[src/rtl/drv_sup_pkg.sv]
package drv_sup_pkg;
  localparam int FLT_THERM = 0;
  localparam int FLT_OVERI = 1;
  localparam int NUM_FLT   = 2;
endpackage

[src/rtl/run_sync.sv]
module run_sync (
  input  logic clk,
  input  logic rst_n,
  input  logic pin,
  output logic lvl,
  output logic rise
);
  logic [2:0] sh;

  always_ff @(posedge clk or negedge rst_n) begin
    if (!rst_n) sh <= '0;
    else        sh <= {sh[1:0], pin};
  end

  assign lvl  = sh[1];
  assign rise = sh[1] & ~sh[2];
endmodule

[src/rtl/fault_latch.sv]
module fault_latch (
  input  logic clk,
  input  logic rst_n,
  input  logic uv,
  input  logic flag,
  input  logic run_lvl,
  input  logic run_rise,
  output logic lat
);
  logic armed;
  logic release_now;

  assign release_now = armed & run_rise;

  always_ff @(posedge clk or negedge rst_n) begin
    if (!rst_n) begin
      lat   <= 1'b0;
      armed <= 1'b0;
    end else if (uv) begin
      lat   <= 1'b0;
      armed <= 1'b0;
    end else begin
      // a present flag wins over a release in the same cycle
      lat <= flag | (lat & ~release_now);
      if (run_rise)            armed <= 1'b0;
      else if (lat && !run_lvl) armed <= 1'b1;
    end
  end

  assert_uv_wipe_R2: assert property (@(posedge clk) disable iff (!rst_n)
    uv |=> !lat);
  // each instance guards one fault source
  assert_flag_sets_R4: assert property (@(posedge clk) disable iff (!rst_n)
    (flag && !uv) |=> lat);
  assert_hold_no_edge_R6: assert property (@(posedge clk) disable iff (!rst_n)
    (lat && !run_rise && !uv) |=> lat);
  assert_hold_hot_R7: assert property (@(posedge clk) disable iff (!rst_n)
    (lat && flag && !uv) |=> lat);
endmodule

[src/rtl/settle_timer.sv]
module settle_timer #(
  parameter int SETTLE_CYC = 10000
) (
  input  logic clk,
  input  logic rst_n,
  input  logic run,
  output logic ready
);
  localparam int CW = $clog2(SETTLE_CYC + 1);
  localparam logic [CW-1:0] LOAD = CW'(SETTLE_CYC);

  logic [CW-1:0] cnt;

  always_ff @(posedge clk or negedge rst_n) begin
    if (!rst_n)         cnt <= LOAD;
    else if (!run)      cnt <= LOAD;
    else if (cnt != '0) cnt <= cnt - 1'b1;
  end

  assign ready = run && (cnt == '0);

  generate
    if (SETTLE_CYC > 0) begin : g_chk
      assert_settle_gap_R8: assert property (@(posedge clk) disable iff (!rst_n)
        !run |=> !ready);
    end
  endgenerate
endmodule

[src/rtl/drv_supervisor.sv]
module drv_supervisor
  import drv_sup_pkg::*;
#(
  parameter int SETTLE_CYC = 10000
) (
  input  logic clk,
  input  logic rst_n,
  input  logic vdd_ok,
  input  logic vm_ok,
  input  logic ot_flag,
  input  logic oc_flag,
  input  logic run_req,
  output logic out_en,
  output logic pump_en,
  output logic stat_ot,
  output logic stat_oc,
  output logic stat_uv,
  output logic stat_settle
);
  logic uv;
  logic run_lvl, run_rise;
  logic [NUM_FLT-1:0] flags, lats;
  logic run, ready;

  assign uv = ~(vdd_ok & vm_ok);
  assign flags[FLT_THERM] = ot_flag;
  assign flags[FLT_OVERI] = oc_flag;

  run_sync u_sync (
    .clk(clk), .rst_n(rst_n), .pin(run_req), .lvl(run_lvl), .rise(run_rise)
  );

  generate
    for (genvar k = 0; k < NUM_FLT; k++) begin : g_flt
      fault_latch u_lat (
        .clk(clk), .rst_n(rst_n), .uv(uv), .flag(flags[k]),
        .run_lvl(run_lvl), .run_rise(run_rise), .lat(lats[k])
      );
    end
  endgenerate

  assign run = run_lvl & ~uv & ~(|lats);

  settle_timer #(.SETTLE_CYC(SETTLE_CYC)) u_tmr (
    .clk(clk), .rst_n(rst_n), .run(run), .ready(ready)
  );

  assign pump_en     = run;
  assign out_en      = ready;
  assign stat_ot     = lats[FLT_THERM];
  assign stat_oc     = lats[FLT_OVERI];
  assign stat_uv     = uv;
  assign stat_settle = run & ~ready;

  assert_uv_off_R1: assert property (@(posedge clk) disable iff (!rst_n)
    (!vdd_ok || !vm_ok) |-> (!out_en && !pump_en));
  assert_standby_off_R3: assert property (@(posedge clk) disable iff (!rst_n)
    !run_lvl |-> (!pump_en && !out_en));
  assert_fault_off_R5: assert property (@(posedge clk) disable iff (!rst_n)
    (stat_ot || stat_oc) |-> (!pump_en && !out_en));
  assert_en_needs_pump_R8: assert property (@(posedge clk) disable iff (!rst_n)
    out_en |-> pump_en);
endmodule

[config.mk]
export PLATFORM = sky130hd
export DESIGN_NAME = drv_supervisor
export DESIGN_NICKNAME = d
export VERILOG_FILES = /design/src/rtl/drv_sup_pkg.sv /design/src/rtl/run_sync.sv /design/src/rtl/fault_latch.sv /design/src/rtl/settle_timer.sv /design/src/rtl/drv_supervisor.sv
export SDC_FILE = /design/constraint.sdc
export NUM_CORES = 1
export LEC_CHECK = 0
export CORE_MARGIN = 5
export CORE_UTILIZATION = 40
export CTS_CLUSTER_DIAMETER = 120
export CTS_CLUSTER_SIZE = 10
export DETAILED_ROUTE_END_ITERATION = 10
export GPL_ROUTABILITY_DRIVEN = 0
export MAX_ROUTING_LAYER = met4
export PLACE_DENSITY = 0.64
export SLEW_MARGIN = 0
export SYNTH_ARGS = -nofsm -noshare
export SYNTH_HDL_FRONTEND = slang
export SYNTH_SLANG_ARGS = --single-unit
[constraint.sdc]
create_clock -name clk -period 4.8 [get_ports clk]
set_clock_uncertainty 0.2 [all_clocks]
set_input_delay 0.72 -clock clk [delete_from_list [all_inputs] [get_ports clk]]
set_output_delay 0.72 -clock clk [all_outputs]
set_load 0.02 [all_outputs]
### After elaboration in Yosys (flattened, before gate mapping)

Cells that the tools add are included.

| operators by class | value |
|---|---|
| add/subtract/negate cells | 1 |
| $mul | 0 |
| div/mod/pow operators | 0 |
| order comparisons | 0 |
| equality and inequality tests | 3 |
| shift operators | 0 |
| muxes and demuxes | 10 |
| bitwise logic cells | 17 |
| reductions and logical operators | 7 |

Operators by type and width:

| kind | number |
|---|---|
| 14-bit 2-to-1 mux | 2 |
| 14-bit logical NOT | 1 |
| 14-bit nonzero test | 1 |
| 14-bit by 1-bit subtractor with 14-bit output, second input constant | 1 |
| 1-bit bitwise AND | 9 |
| 1-bit 2-to-1 mux | 8 |
| 3-bit by 1-bit inequality test with 1-bit output, second input constant | 2 |
| 1-bit inverter | 6 |
| 1-bit logical AND | 3 |
| 2-bit by 1-bit inequality test with 1-bit output, second input constant | 1 |
| 1-bit OR | 2 |
| 2-bit OR reduction | 1 |
| 1-bit logical NOT | 1 |

| word-level totals | value |
|---|---|
| flip-flop bits (word level) | 21 |
| bits in latches | 0 |
| bits in writable memories | 0 |
| ROM bits | 0 |
| bits of input ports | 7 |
| logic and storage cells | 44 |
| memories | 0 |

### Depth between registers and ports, before layout

Gate-level depths: netlist (run 1).

| depth | value |
|---|---|
| word-level depth | 7 |
| mapped depth | 6 |
| gate-level depth less buffers | 6 |

### Hierarchy

A second synthesis (run 1) with hierarchy kept.

| unflattened totals | value |
|---|---|
| cell total of the unflattened synthesis | 104 |
| area total of the unflattened synthesis | 1,106.1 µm² |

By module, submodules not included:

| module | instances | cells an instance | area each (µm²) | sequential area each (µm²) |
|---|---|---|---|---|
| settle_timer | 1 | 80 | 823.3 | 356.6 |
| fault_latch | 2 | 8 | 83.8 | 50.0 |
| run_sync | 1 | 4 | 88.8 | 75.1 |
| drv_supervisor | 1 | 4 | 26.3 | 0.0 |

### Least setup slack after synthesis (run 1)

OpenSTA, ideal clock, no wires.

| timing | value |
|---|---|
| kind | input to output |
| from | in vdd_ok |
| to | out out_en |
| arrival time | 1,804 ps |
| setup slack | 2,076 ps |
| stages on the path | 4 |
| buffers on the path | 1 |
| cell sequence | nand2_2 > or4b_4 > buf_6 > nor2_1 |

| on the way | value |
|---|---|
| cells in the longest elaborated chain, start to end | 4 |

RTL lines:

| item | line | RTL |
|---|---|---|
| start: declaration | drv_supervisor.sv:8 | `input logic vdd_ok,` |
| 1-bit bitwise AND | drv_supervisor.sv:25 | `assign uv = ~(vdd_ok & vm_ok);` |
| 1-bit bitwise AND (2 in a row) | drv_supervisor.sv:42 | `assign run = run_lvl & ~uv & ~(\|lats);` |
| 1-bit logical AND | settle_timer.sv:20 | `assign ready = run && (cnt == '0);` |
| end: declaration | drv_supervisor.sv:13 | `output logic out_en,` |

No other way between the ends.

### Worst setup path after layout (run 1)

| timing | value |
|---|---|
| from | in vdd_ok |
| to | out stat_settle |

| on the way | value |
|---|---|
| cells in the longest elaborated chain, start to end | 6 |

RTL lines:

| item | line | RTL |
|---|---|---|
| 1-bit bitwise AND (*) | drv_supervisor.sv:25 |  |
| 1-bit bitwise AND (*) (2 in a row) | drv_supervisor.sv:42 |  |
| 1-bit logical AND | settle_timer.sv:20 |  |
| 1-bit inverter | drv_supervisor.sv:53 | `assign stat_settle = run & ~ready;` |
| 1-bit bitwise AND (*) | drv_supervisor.sv:53 |  |
| end: declaration | drv_supervisor.sv:18 | `output logic stat_settle` |

Mark *: on every way between the ends. The rest lies on a longest branch, timed or not.

==> results of run 1 <==
## metrics by stage
step / area [um2] / instances / power, mW
after floorplan: 1102 / 110 / 0.2111
after global placement: 1250 / 152 / 0.2275
after detailed placement: 1250 / 152 / 0.2282
after CTS: 1277 / 156 / 0.3133
after global routing: 1277 / 156 / 0.3262
final: 1277 / 156 / 0.3078
## area by class of cell
class	count	share of cell area, %
multi-input combinational	82	41.92
sequential	21	41.63
timing repair buffer	12	9.402
tap	31	3.036
inverter	6	1.861
clock buffer	3	1.763
clock inverter	1	0.3918
## worst max path at each step
stage / startpoint / end / slack (ns) / depth (start not counted)
2_1_floorplan: vdd_ok / out_en / 2.08 / 4
4_1_cts: vdd_ok / stat_settle / 1.08 / 6
5_1_grt: vdd_ok / stat_settle / 1.03 / 6
3_3_place_gp: vdd_ok / stat_settle / 1.15 / 6
6_report: vdd_ok / stat_settle / 1.10 / 6
3_5_place_dp: vdd_ok / stat_settle / 1.09 / 6
## layer usage
metal  track usage [%]  up-vias  share of wire [%]
li1                  -      433                  -
met1             16.07      422                 48
met2             18.65       26                 47
met3             2.338        2                4.3
met4             5.305        0               0.60
met5                 -        -                  0
## power breakdown
group	total, mW	internal, mW	switching (mW)	leakage, nW
sequential	0.186	0.182	0.00425	0.267
combinational	0.0388	0.0172	0.0216	0.239
clock	0.0832	0.0310	0.0522	0.0177
total	0.308	0.230	0.0780	0.524
## sequential cells by signal, indices dropped and copies added (netlist names)
signal / flops
u_sync.sh: 3
g_flt.u_lat.armed: 2
g_flt.u_lat.lat: 2
u_tmr.cnt: 14
## worst register-to-register path, stage by stage (launching register included)
cell	delay (ns)
dfrtp_1	0.43
inv_1	0.07
ha_1	0.21
nor4b_4	0.26
nand3_1	0.13
or3b_1	0.39
a21oi_1	0.15
## layout by cell type, fill, tap and decap left out, types with 4 or more instances in the layout
cell type and instances:
dfrtp_1 16, nor2_1 13, nand2_1 8, nand3_1 4, dfstp_2 5, clkdlybuf4s50_1 12, inv_1 5, a21oi_1 12
## logic make-up after synthesis
kind of cell | Yosys count
AND/OR/NAND/NOR | 54
AO/OA/AOI/OAI | 25
flip-flops | 21
buffers and inverters | 7
XOR/XNOR | 1
multiplexers | 1
adder cells (fa/ha/maj) | 1
==> flow_metrics.py, run 1 <==
metrics = {
    "outcome": {
        "status": "finished clean",
    },
    "detailed_routing": {
        "drt_iter0_drc": 22,
        "dr.pass1.iters": 4,
        "drc": 0,
        "viasPerCell": 5.660,
        "routed-via-count": 883,
        "drtAntennaViolNets": 0,
        "detail_route.wl_per_cell_um": 13.79,
        "postRouteWirelength_mm": 2.152,
    },
    "floorplanning": {
        "die_area_um2": 3906,
        "chipWidth_um": 62.50,
        "std_cell_rows": 19,
        "initial_core_util_pct": 41.03,
        "ioPinCount": 13,
        "coreArea_um2": 2686,
        "die_height_um": 62.50,
    },
    "cells_and_area": {
        "final-seq-area_um2": 531.8,
        "antenna_cells": 0,
        "syn_to_final_growth_pct": 15.89,
        "multi_input_area_um2": 535.5,
        "fill_cells": 244,
        "fin_nets": 134,
        "drive_above_1_share_pct": 15.20,
        "utilization_pct": 47.55,
    },
    "grt": {
        "grt_max_degree": 22,
        "globalRouteOverflowTotal": 0,
        "grt_pass1_wl_mm": 3.843,
        "antenna_found_initial": 0,
        "grt_pass1_vias": 888,
        "grt_usage_pct": 12.33,
    },
    "yosys": {
        "synthXorXnorAreaFrac_pct": 0.7946,
        "synth_mux_area_share_pct": 0.9081,
        "synthSimpleGateAreaFrac_pct": 32.46,
        "synth_top_family_by_area": "simple AND/OR/NAND/NOR gates",
        "synth_nets": 118,
        "ys_ff_latch": 21,
        "synth_most_common_cell": "dfrtp_1",
        "avgSynthCellArea_um2": 10.02,
        "synthTopCellsByCount": "16 x dfrtp_1, 13 x nor2_1, 12 x a21oi_1, 8 x nand2_1",
        "async_reset_ff_share_pct": 100.0,
        "synth-compound-area-share_pct": 13.28,
        "synthFlopType": "dfrtp_1",
        "syn_area_um2": 1102,
        "ys_seq_area_share_pct": 48.24,
        "ys_warn_count": 0,
        "syn_inst": 110,
        "synth_adder_area_share_pct": 1.135,
        "yosysTopAreaCell": "dfrtp_1",
        "synth_cell_types": 39,
        "synth_top_area_share_pct": 36.32,
        "synth_edf_count": 0,
        "ys_top_cells_by_area": "dfrtp_1 36%, dfstp_2 12%, a21oi_1 5.4%",
    },
    "flow_run": {
        "drv_cap": 0,
    },
    "placement": {
        "post-place-ws_ns": 1.093,
        "port_buffers": 12,
        "post-dp-hpwl_mm": 1.630,
    },
    "worst_setup_path": {
        "crit_family": "buffers and inverters",
        "rr_worst_depth": 6,
        "required_ns": 3.88,
        "cpPeakStageDelay_ns": 0.60,
        "worstSetupEndpointType": "primary output",
        "crit_chain": "clkdlybuf4s50_1, nand2_2, or4b_4, clkinv_2, and2_1, clkdlybuf4s50_1",
        "cpMostUsedCell": "clkdlybuf4s50_1",
        "cp.arrival_ns": 2.78,
        "timing.rr.start": "u_tmr.cnt[0]",
        "criticalPathCategory": "input pin to primary output",
        "worstPathMaxFanout": 11,
        "crit_path_start_kind": "input pin",
        "path_buf_inv": 3,
        "crit_slowest_cell": "clkdlybuf4s50_1",
        "r2r_slack_ns": 2.89,
        "r2r_end": "u_tmr.cnt[12]",
    },
    "clock_tree": {
        "path_clk_slew_ns": 0.12,
        "clock_latency_ns": 0.30,
        "cts.sink_count": 21,
        "numCtsBuffers": 3,
        "htreeDepth": 1,
        "cts_post_setup_buffers_inserted": 0,
        "holdBufCountCts": 0,
        "cts-root-buf": "clkbuf_4",
        "ctsResizeCount": 0,
        "cts_tree": "yes",
        "clock_path_buffers": 2,
    },
    "worst_hold_path": {
        "hold_depth": 0,
        "hold_class": "register to register",
        "min_from": "u_sync.sh[0]",
        "min_to": "u_sync.sh[1]",
    },
    "power_and_ir_drop": {
        "ir_drop_mv": 0.1491,
        "powerDensity_nw_per_um2": 240.9,
        "leakage_nw": 0.5238,
    },
    "timing": {
        "whs_ns": 0.1729,
        "worst_slack_ns": 1.102,
        "report.final.hold_viol_count": 0,
        "relSlewSlack_pct": 38.95,
        "setup_viol": 0,
        "min_period_over_period_pct": 77.03,
        "fmax_mhz": 270.4,
        "period_needed_ns": 3.698,
        "rsz0062_at_grt": "no",
        "slew_violations": 0,
        "tns_ns": 0,
        "tightest_slew_ns": 0.9129,
    },
}
Note: power is estimated with default switching activity, not from simulation.
==> run 2: changes to the inputs <==
Clock period 4.8 ns to 3.5 ns, I/O delays scaled along.
==> flow_metrics.py, run 2 (synthesis gave the netlist of run 1 again) <==
metrics = {
    "worst_setup_path": {
        "timing.rr.start": "u_tmr.cnt[0]",
        "crit_slowest_cell": "clkdlybuf4s50_1",
        "rr_worst_depth": 6,
        "crit_path_start_kind": "input pin",
        "path_buf_inv": 3,
        "criticalPathCategory": "input pin to primary output",
        "startpoint": "vdd_ok",
        "required_ns": 2.77,
        "worstSetupEndpointType": "primary output",
        "crit_chain": "clkdlybuf4s50_1, nand2_2, or4b_4, clkinv_2, and2_1, clkdlybuf4s50_1",
        "worstPathMaxFanout": 11,
        "crit_family": "buffers and inverters",
        "crit_cells": 6,
        "cpPeakStageDelay_ns": 0.60,
        "cpMostUsedCell": "clkdlybuf4s50_1",
        "cp.arrival_ns": 2.58,
    },
    "clock_tree": {
        "htreeDepth": 1,
        "cts-root-buf": "clkbuf_4",
        "cts.sink_count": 21,
        "path_clk_slew_ns": 0.12,
        "holdBufCountCts": 0,
        "clock_latency_ns": 0.30,
        "cts_tree": "yes",
        "ctsResizeCount": 0,
        "clock_path_buffers": 2,
        "numCtsBuffers": 3,
        "cts_post_setup_buffers_inserted": 0,
    },
    "cells_and_area": {
        "largest_register": "u_tmr.cnt",
        "syn_to_final_growth_pct": 15.89,
        "fin_nets": 134,
        "final-seq-area_um2": 531.8,
        "stdcell_area_um2": 1277,
        "final_cell_mix": "16 x dfrtp_1, 13 x nor2_1, 12 x a21oi_1, 12 x clkdlybuf4s50_1, 8 x nand2_1",
        "fill_cells": 244,
        "reg_top3": "u_tmr.cnt x14, u_sync.sh x3",
        "antenna_cells": 0,
        "final_cells": 156,
        "final_common_cell": "dfrtp_1",
        "drive_above_1_share_pct": 15.20,
        "multi_input_area_um2": 535.5,
        "largest_register_ffs": 14,
    },
    "timing": {
        "tightest_slew_ns": 0.8964,
        "report.final.hold_viol_count": 0,
        "slew_violations": 0,
        "rsz0062_at_grt": "no",
        "worst_slack_ns": 0.1949,
        "tns_ns": 0,
        "period_needed_ns": 3.305,
        "relSlewSlack_pct": 40.05,
        "min_period_over_period_pct": 94.43,
        "fmax_mhz": 302.6,
        "setup_viol": 0,
    },
    "placement": {
        "port_buffers": 12,
        "dpl_cell_area_um2": 1250,
        "post-dp-hpwl_mm": 1.649,
        "post-place-ws_ns": 0.1781,
        "dp_cells": 152,
    },
    "grt": {
        "grt_max_degree": 22,
        "grt_pass1_wl_mm": 4.022,
        "grt_pass1_vias": 905,
        "antenna_found_initial": 0,
        "globalRouteOverflowTotal": 0,
        "grt_usage_pct": 12.61,
    },
    "power_and_ir_drop": {
        "total_power_mw": 0.4248,
        "pwr-share-clk_pct": 27.5,
        "swShare_pct": 25.81,
        "power_frac_seq_pct": 60.0,
        "powerDensity_nw_per_um2": 332.6,
        "ir_drop_mv": 0.2041,
        "internal-power_mw": 0.3152,
        "pwr-share-comb_pct": 12.5,
        "switchingPower_mw": 0.1097,
        "leakage_nw": 0.5238,
    },
    "worst_hold_path": {
        "min_from": "u_sync.sh[0]",
        "hold_depth": 0,
        "hold_class": "register to register",
    },
    "floorplanning": {
        "std_cell_rows": 19,
        "die_area_um2": 3906,
        "die_height_um": 62.50,
        "initial_core_util_pct": 41.03,
        "chipWidth_um": 62.50,
        "coreArea_um2": 2686,
        "ioPinCount": 13,
    },
    "detailed_routing": {
        "routed-via-count": 867,
        "drt_iter0_drc": 23,
        "drtAntennaViolNets": 0,
        "postRouteWirelength_mm": 2.199,
        "drc": 0,
        "detail_route.wl_per_cell_um": 14.10,
        "viasPerCell": 5.558,
        "dr.pass1.iters": 4,
    },
    "flow_run": {
        "drv_cap": 0,
    },
    "outcome": {
        "status": "finished clean",
    },
}
-- run 2: cell counts in the layout (fill, tap and decap cells not counted) --
Identical to the previous run, type by type.
-- run 2: per-layer routing --
| metal | wire, um | track usage (%) |
|---|---|---|
| met5 | 0 | - |
| met4 | 17 | 4.509 |
| met3 | 62 | 2.158 |
| met2 | 1055 | 18.13 |
| met1 | 1064 | 17.79 |
-- run 2: layout make-up --
class,instances,share of cell area [%]
Clock buffer,3,1.763
Clock inverter,1,0.3918
Inverter,6,1.861
Multi-Input combinational cell,82,41.92
Sequential cell,21,41.63
Tap cell,31,3.036
Timing Repair Buffer,12,9.402
-- run 2: power by group through the flow --
stage / Clock, mW / Sequential, mW / Combinational [mW]
global placement: 0 / 0.259 / 0.0528
detailed placement: 0 / 0.259 / 0.0538
floorplan: 0 / 0.259 / 0.0302
finish: 0.117 / 0.255 / 0.0531
global route: 0.136 / 0.256 / 0.0595
CTS: 0.122 / 0.255 / 0.0542
-- run 2: worst register-to-register path, cell delays in order, from the launching register on --
cell and delay (ns):
dfrtp_1 0.43, inv_1 0.07, ha_1 0.20, nor4b_4 0.26
nand3_1 0.13, or3b_1 0.40, a21oi_1 0.15
-- run 2: worst paths after layout --
path	endpoint	slack, ns
setup / recovery	stat_settle	0.19
hold / removal	u_sync.sh[1]	0.16
setup reg to reg	u_tmr.cnt[12]	1.59
hold reg to reg	u_sync.sh[1]	0.16
max in group asynchronous	u_tmr.cnt[11]	2.04
min in group asynchronous	u_tmr.cnt[3]	0.51
-- run 2: per-stage QoR --
stage	hold WS, ns	utilization, %
3_3_place_gp	0.1373	46.53
6_report	0.1600	47.55
3_5_place_dp	0.1356	46.53
4_1_cts	0.1637	47.55
5_1_grt	0.1819	47.55
2_1_floorplan	0.02941	-
